==> config.mk <==
export PLATFORM = sky130hd
export DESIGN_NAME = carry_cancel_alu
export DESIGN_NICKNAME = d
export VERILOG_FILES = /design/src/rtl/carry_cancel_alu.sv
export SDC_FILE = /design/constraint.sdc
export NUM_CORES = 1
export LEC_CHECK = 0
export CAP_MARGIN = 20
export CELL_PAD_IN_SITES_DETAIL_PLACEMENT = 1
export CELL_PAD_IN_SITES_GLOBAL_PLACEMENT = 1
export CORE_MARGIN = 5
export CORE_UTILIZATION = 30
export DETAILED_ROUTE_END_ITERATION = 6
export GPL_TIMING_DRIVEN = 1
export PLACE_DENSITY_LB_ADDON = 0.1
export SETUP_SLACK_MARGIN = 0.3
export SYNTH_ARGS = -nofsm -noshare
export SYNTH_HDL_FRONTEND = slang
export SYNTH_SLANG_ARGS = --single-unit
==> constraint.sdc <==
create_clock -name vclk -period 7.93
set_clock_uncertainty 0.05 [all_clocks]
set_input_delay 1.586 -clock vclk [all_inputs]
set_output_delay 1.586 -clock vclk [all_outputs]
set_load 0.03 [all_outputs]
==> src/rtl/carry_cancel_alu.sv <==
module carry_cancel_alu #(
  parameter int W = 8
) (
  input  logic [W-1:0] a,
  input  logic [W-1:0] b,
  input  logic [3:0]   op,
  input  logic         carry_flag,
  output logic [W-1:0] result,
  output logic         carry_out,
  output logic         zero
);
  localparam logic [3:0] OP_ADD = 4'd0, OP_SUB = 4'd1, OP_ADC = 4'd2, OP_SBC = 4'd3,
                         OP_XOR = 4'd4, OP_OR  = 4'd5, OP_AND = 4'd6, OP_NOT = 4'd7,
                         OP_RSH = 4'd8;

  logic         cancel, invert_b, ones_b, cin, arith;
  logic [W-1:0] bx, prop, anyb, sum;
  logic [W:0]   c;

  always_comb begin
    cancel   = 1'b0;
    invert_b = 1'b0;
    ones_b   = 1'b0;
    cin      = 1'b0;
    arith    = 1'b0;
    case (op)
      OP_ADD: arith = 1'b1;
      OP_SUB: begin arith = 1'b1; invert_b = 1'b1; cin = 1'b1; end
      OP_ADC: begin arith = 1'b1; cin = carry_flag; end
      OP_SBC: begin arith = 1'b1; invert_b = 1'b1; cin = carry_flag; end
      OP_XOR, OP_OR, OP_AND: cancel = 1'b1;
      OP_NOT: begin cancel = 1'b1; ones_b = 1'b1; end
      default: ;
    endcase
  end

  assign bx   = ones_b ? {W{1'b1}} : (invert_b ? ~b : b);
  assign prop = a ^ bx;
  assign anyb = a | bx;
  assign c[0] = cin & ~cancel;

  for (genvar i = 0; i < W; i++) begin : g_bit
    assign c[i+1] = cancel ? 1'b0 : ((prop[i] ^ anyb[i]) | (prop[i] & c[i]));
    assign sum[i] = prop[i] ^ c[i];
  end

  always_comb begin
    case (op)
      OP_ADD, OP_SUB, OP_ADC, OP_SBC, OP_XOR, OP_NOT: result = sum;
      OP_OR:   result = anyb;
      OP_AND:  result = sum ^ anyb;
      OP_RSH:  result = {1'b0, a[W-1:1]};
      default: result = '0;
    endcase
  end

  assign carry_out = arith ? c[W] : ((op == OP_RSH) & a[0]);
  assign zero      = ~|result;
endmodule

==> results of run 1 <==
==> how the worst min path moves through the flow <==
stage | from | end | slack [ns]
3_5_place_dp | a[6] | zero | 4.05
2_1_floorplan | a[7] | zero | 3.38
6_report | op[2] | carry_out | 3.64
5_1_grt | op[2] | carry_out | 3.66
4_1_cts | op[1] | result[7] | 3.68
3_3_place_gp | a[6] | zero | 4.06
==> per-stage QoR <==
stage / setup WS [ns] / instances / power, mW / area (um2) / util
after floorplan: -0.3980 / 134 / 0.07503 / 1011 / -
after global placement: -0.9023 / 207 / 0.1191 / 1421 / 0.4733
after detailed placement: -0.9706 / 207 / 0.1221 / 1421 / 0.4733
after CTS: -0.4962 / 212 / 0.1335 / 1481 / 0.4933
after global routing: -0.6507 / 213 / 0.1515 / 1506 / 0.5017
final: -0.4464 / 213 / 0.1386 / 1506 / 0.5017
==> what timing repair did <==
| action | CTS | global route |
|---|---|---|
| resized for setup | 44 | 6 |
| pin swaps | 8 | 5 |
| setup buffers | 5 | 1 |
| setup endpoints to repair | 6 | 4 |
| hold endpoints to repair | 0 | 0 |
| gates cloned | 0 | 0 |
==> cell families (layout without fill, tap and decap cells) <==
family / after synthesis / in the layout
buffers and inverters: 26 / 72
adders and majority gates: 16 / 16
AOI/OAI and AO/OA: 38 / 38
and+or+nand+nor: 54 / 54
==> cell type report <==
| cell class | count | area share |
|---|---|---|
| Inverter | 19 | 0.04734 |
| Multi-Input combinational cell | 108 | 0.6113 |
| Tap cell | 33 | 0.02741 |
| Timing Repair Buffer | 53 | 0.3140 |
==> cells in the mapped netlist, drive strengths merged, types with 2 or more instances <==
| cell | instances | area share |
|---|---|---|
| o21ai | 21 | 0.11 |
| inv | 19 | 0.077 |
| nor2 | 14 | 0.057 |
| fa | 8 | 0.17 |
| ha | 8 | 0.11 |
| nand2 | 8 | 0.033 |
| a21oi | 7 | 0.038 |
| nand2b | 7 | 0.048 |
| and2 | 6 | 0.041 |
| buf | 6 | 0.042 |
| a222oi | 4 | 0.043 |
| nor3b | 4 | 0.033 |
| nor2b | 3 | 0.020 |
| or2b | 3 | 0.024 |
| a221o | 2 | 0.022 |
| a31oi | 2 | 0.014 |
| and2b | 2 | 0.019 |
| nor4b | 2 | 0.026 |
==> power groups by stage <==
stage | combinational [mW] | sequential [mW] | clock [mW]
after floorplan | 0.0750 | 0 | 0
after global placement | 0.119 | 0 | 0
after detailed placement | 0.122 | 0 | 0
after CTS | 0.134 | 0 | 0
after global routing | 0.151 | 0 | 0
final | 0.139 | 0 | 0
==> layer usage <==
layer  vias up  GRT usage  wire, um
li1        545          -         -
met1       546     0.2044      1504
met2        23     0.3363      1825
met3         2   0.005128        89
met4         0    0.01036        21
met5         -          0         0
==> cells in the final DEF, fill, tap and decap left out, drive strengths merged <==
master         count
buf               30
o21ai             21
clkdlybuf4s50     19
inv               19
nor2              14
fa                 8
ha                 8
nand2              8
a21oi              7
nand2b             7
and2               6
nor3b              4
a222oi             4
or2b               3
nor2b              3
dlygate4sd2        3
a221o              2
and2b              2
nor4b              2
a31oi              2
nand3b             1
nor3               1
a22oi              1
o211a              1
or3b               1
nand4              1
nor4               1
clkbuf             1
==> metrics, run 1 <==
Int Power 0.06972 mW; Die Y 65.41 um; worst setup path end zero; area delta synth->final 63.59%; failing checks setup timing; Netlist Area Pre-Place 920.9 um2; WS Path Type primary input to primary output; Critical Path Stages 25; Critical Path Most Common Cell fa_2; crit path from op[0]; Slew Viols, Final 0; DR WL/cell 16.15 um; Post-Syn Instances 134; antenna viol nets, final 0; Hold Path Stages 4; initial antenna violation count 0; worst endpoint required time 6.29 ns; Final #Nets 219; num rows 20; register share of total power 0; Slew @ Worst Pin 0.7489 ns; syn avg cell area 6.872 um2; slowest CP cell fa_2; Max VDD drop 28.46 uV; Critical Path End Type primary output; largest family of logic cells by synthesized area simple AND/OR/NAND/NOR gates; RSZ-0062 raised after global routing yes; CP delay by family, top adder cells; CTS Hold Buffers Added 0; Adder-Cell Fraction of Synth Area 0.2826; diode count 0; dpl hpwl 2571 um; Static Leakage 0.7074 nW; Multi-input gate area 920.9 um2; Largest stage delay, worst path 0.45 ns; clock buf count 0; Vias 1,116; Synth Area in Compound Gates 0.2500; worst min path class primary input to primary output; fmax 119.4 MHz; number of global-route vias before repair 1,187; # IOs 31; Via density 5.239; Netlist cell types 31; Max-Cap Viols 0; fill count 377; pin count of the biggest net entering global routing 14; DR pass1 iterations 4; final setup violation count 3; Ys Warns 0; sequential fraction of the synthesis area 0; simple-gate share of the synthesized area 0.3438; GR Overflow Total 0; Worst EP arrival 6.74 ns; FF+latch area 0 um2; Net Switching 0.06890 mW; CP Launch Type primary input; Residual DRC 0; starting density of the core 0.3067; Final WS setup -0.4464 ns; total die area 0.004278 mm2; Total Routed Length 3440 um; Mapped Nets 171; Critical Path Fanout Max 8; GRT Overall Usage 0.1680; Tcrit/Tclk final 1.056; combinational share of power 1.000; share of cells above drive strength 1 0.3500; Cell Pwr Density 92.02 mW/mm2; setup_tns -0.7680 ns; Clock power frac 0; Core Footprint 0.003003 mm2; PortBufs 31; crit path time final 8.376 ns; DRT iter0 DRCs 30; first-pass GRT wire length 5706 um; buffer and inverter count on the worst path 2; switching share of total power 0.4971; mux contribution to synthesized area 0; Synth Area in XOR/XNOR 0; layout sequential cell count 0; die width 65.41 um; RD Place Congestion 0.7642; status complete, but fails checks; Hold Vio Cnt, Final 0; Max-slew headroom 0.4994; worst hold slack 3.637 ns
Note: power is estimated with default switching activity, not from simulation.
==> run 2, diff against run 1 <==
- CORE_MARGIN: 5 -> 2
- CORE_UTILIZATION: 30 -> 43
- DONT_BUFFER_PORTS: default -> 1
==> run 2 against run 1 <==
The run still ends with setup timing left. Global-route usage grew 6.2 points. Highest routed layer is now met3. Clock-buffer cell count is the same. Critical path type unchanged. Maximum frequency grew 1.1%. Non-clock buffer count shrank 39.
==> metrics, run 2 (synthesis results as in run 1) <==
DR WL/cell 17.29 um; Slew @ Worst Pin 0.8555 ns; CP Launch Type primary input; final setup violation count 1; Max-Cap Viols 0; Final #Nets 180; Int Power 0.04683 mW; overall power 0.1030 mW; Finished Core Util 0.5657; FF+latch area 0 um2; DRT iter0 DRCs 31; Vias 984; Critical Path End Type primary output; Placed Cells 163; uppermost routed layer met3; Critical Path Fanout Max 13; slowest CP cell fa_1; RSZ-0062 raised after global routing yes; commonest non-fill, non-tap cell in the layout inv_1; dpl hpwl 2126 um; Total Routed Length 2905 um; layout sequential cell count 0; status complete, but fails checks; commonest cells after routing, fill and taps aside inv_1, o21ai_0, nor2_1, buf_4, ha_1; fill count 253; register share of total power 0; setup_tns -0.3575 ns; PortBufs 0; Residual DRC 0; Final WS setup -0.3575 ns; WS Path Type primary input to primary output; num rows 16; dpl ws -0.3015 ns; Max-slew headroom 0.4282; Cell Pwr Density 91.84 mW/mm2; Net Switching 0.05612 mW; DR pass1 iterations 5; share of cells above drive strength 1 0.2908; met1 WL 1249 um; # IOs 31; Via density 5.857; total die area 0.002528 mm2; Worst EP arrival 6.65 ns; critical path cell sequence and2b_4 -> a21oi_1 -> nor3_1 -> fa_2 -> and2_4 -> fa_2 -> and2_4 -> fa_2 -> and2_4 -> fa_2 -> and2_4 -> fa_2 -> and2_4 -> fa_2 -> nand2_2 -> fa_2 -> nand2b_4 -> fa_1 -> nor4b_2 -> o21ai_1 -> o211a_4 -> or3b_4 -> nor4_4 -> buf_6; starting density of the core 0.4646; Die Y 50.28 um; GR Overflow Total 0; Max VDD drop 46.03 uV; Hold Vio Cnt, Final 0; switching share of total power 0.5451; Clock power frac 0; die width 50.28 um; Slew Viols, Final 0; Core Footprint 0.001982 mm2; worst min path class primary input to primary output; DR WL met2 1516 um; Static Leakage 0.5203 nW; worst endpoint required time 6.29 ns; number of global-route vias before repair 1,027; fmax 120.7 MHz; pin count of the biggest net entering global routing 17; metal3 WL 139 um; diode count 0; GRT Overall Usage 0.2299; Largest stage delay, worst path 0.41 ns; final cell count without fillers 168; Critical Path Most Common Cell fa_2; antenna viol nets, final 0; area delta synth->final 21.74%; Tcrit/Tclk final 1.045; clock buf count 0; combinational share of power 1.000; failing checks setup timing; crit path time final 8.287 ns; initial antenna violation count 0; RD Place Congestion 0.7382; first-pass GRT wire length 4616 um
## run 2: cell count changes in the layout (fill, tap and decap cells not counted), sizes merged
cell | before | now
clkinvlp | 0 | 1
inv | 19 | 18
clkbuf | 1 | 0
clkdlybuf4s50 | 19 | 0
dlygate4sd2 | 3 | 0
buf | 30 | 14
## run 2: power groups by stage
stage	Combinational [mW]	Clock [mW]	Sequential, mW
4_1_cts	0.0980	0	0
5_1_grt	0.112	0	0
2_1_floorplan	0.0750	0	0
3_5_place_dp	0.0910	0	0
6_report	0.103	0	0
3_3_place_gp	0.0875	0	0
## run 2: critical path: cells and delay by family
family          cells  cell delay [ns]
fa+ha+maj           8             2.55
buf+inv             1             0.17
simple gates       12             1.91
compound gates      3             0.42
## run 2: layout make-up
class | count | area (um2) | area share
Multi-Input combinational cell | 108 | 892.1 | 0.7958
Timing Repair Buffer | 14 | 120.1 | 0.1071
Inverter | 19 | 75.07 | 0.06696
Tap cell | 27 | 33.78 | 0.03013
## run 2: path summary, 6_finish.rpt
check / slack [ns] / cells past startpoint / to / startpoint
setup / recovery: -0.36 / 24 / zero / op[1]
hold / removal: 3.25 / 1 / carry_out / op[2]
## run 2: stage by stage
step                      cell area (um2)  hold WS (ns)
after floorplan                      1011         3.378
after global placement               1059         3.245
after detailed placement             1059         3.243
after CTS                            1095         3.243
after global routing                 1121         3.243
final                                1121         3.246
## run 2: what timing repair did
| item | 4_1_cts | 5_1_grt |
|---|---|---|
| hold buffers | 0 | 0 |
| setup endpoints to repair | 3 | 3 |
| gates resized for setup | 8 | 1 |
| buffers inserted | 2 | 3 |
| pin swaps | 3 | 1 |
| cloned | 0 | 0 |
## run 2: metal layers
metal | track usage | vias to the layer above
met2 | 0.4232 | 31
li1 | - | 466
met1 | 0.3132 | 487
met3 | 0.008929 | 0
met5 | 0 | -
met4 | 0 | 0
==> run 3, diff against run 2 <==
- CAP_MARGIN: 20 -> 0
==> results of run 3 <==
The final DEF is identical to that of run 2; final timing and power are the same.
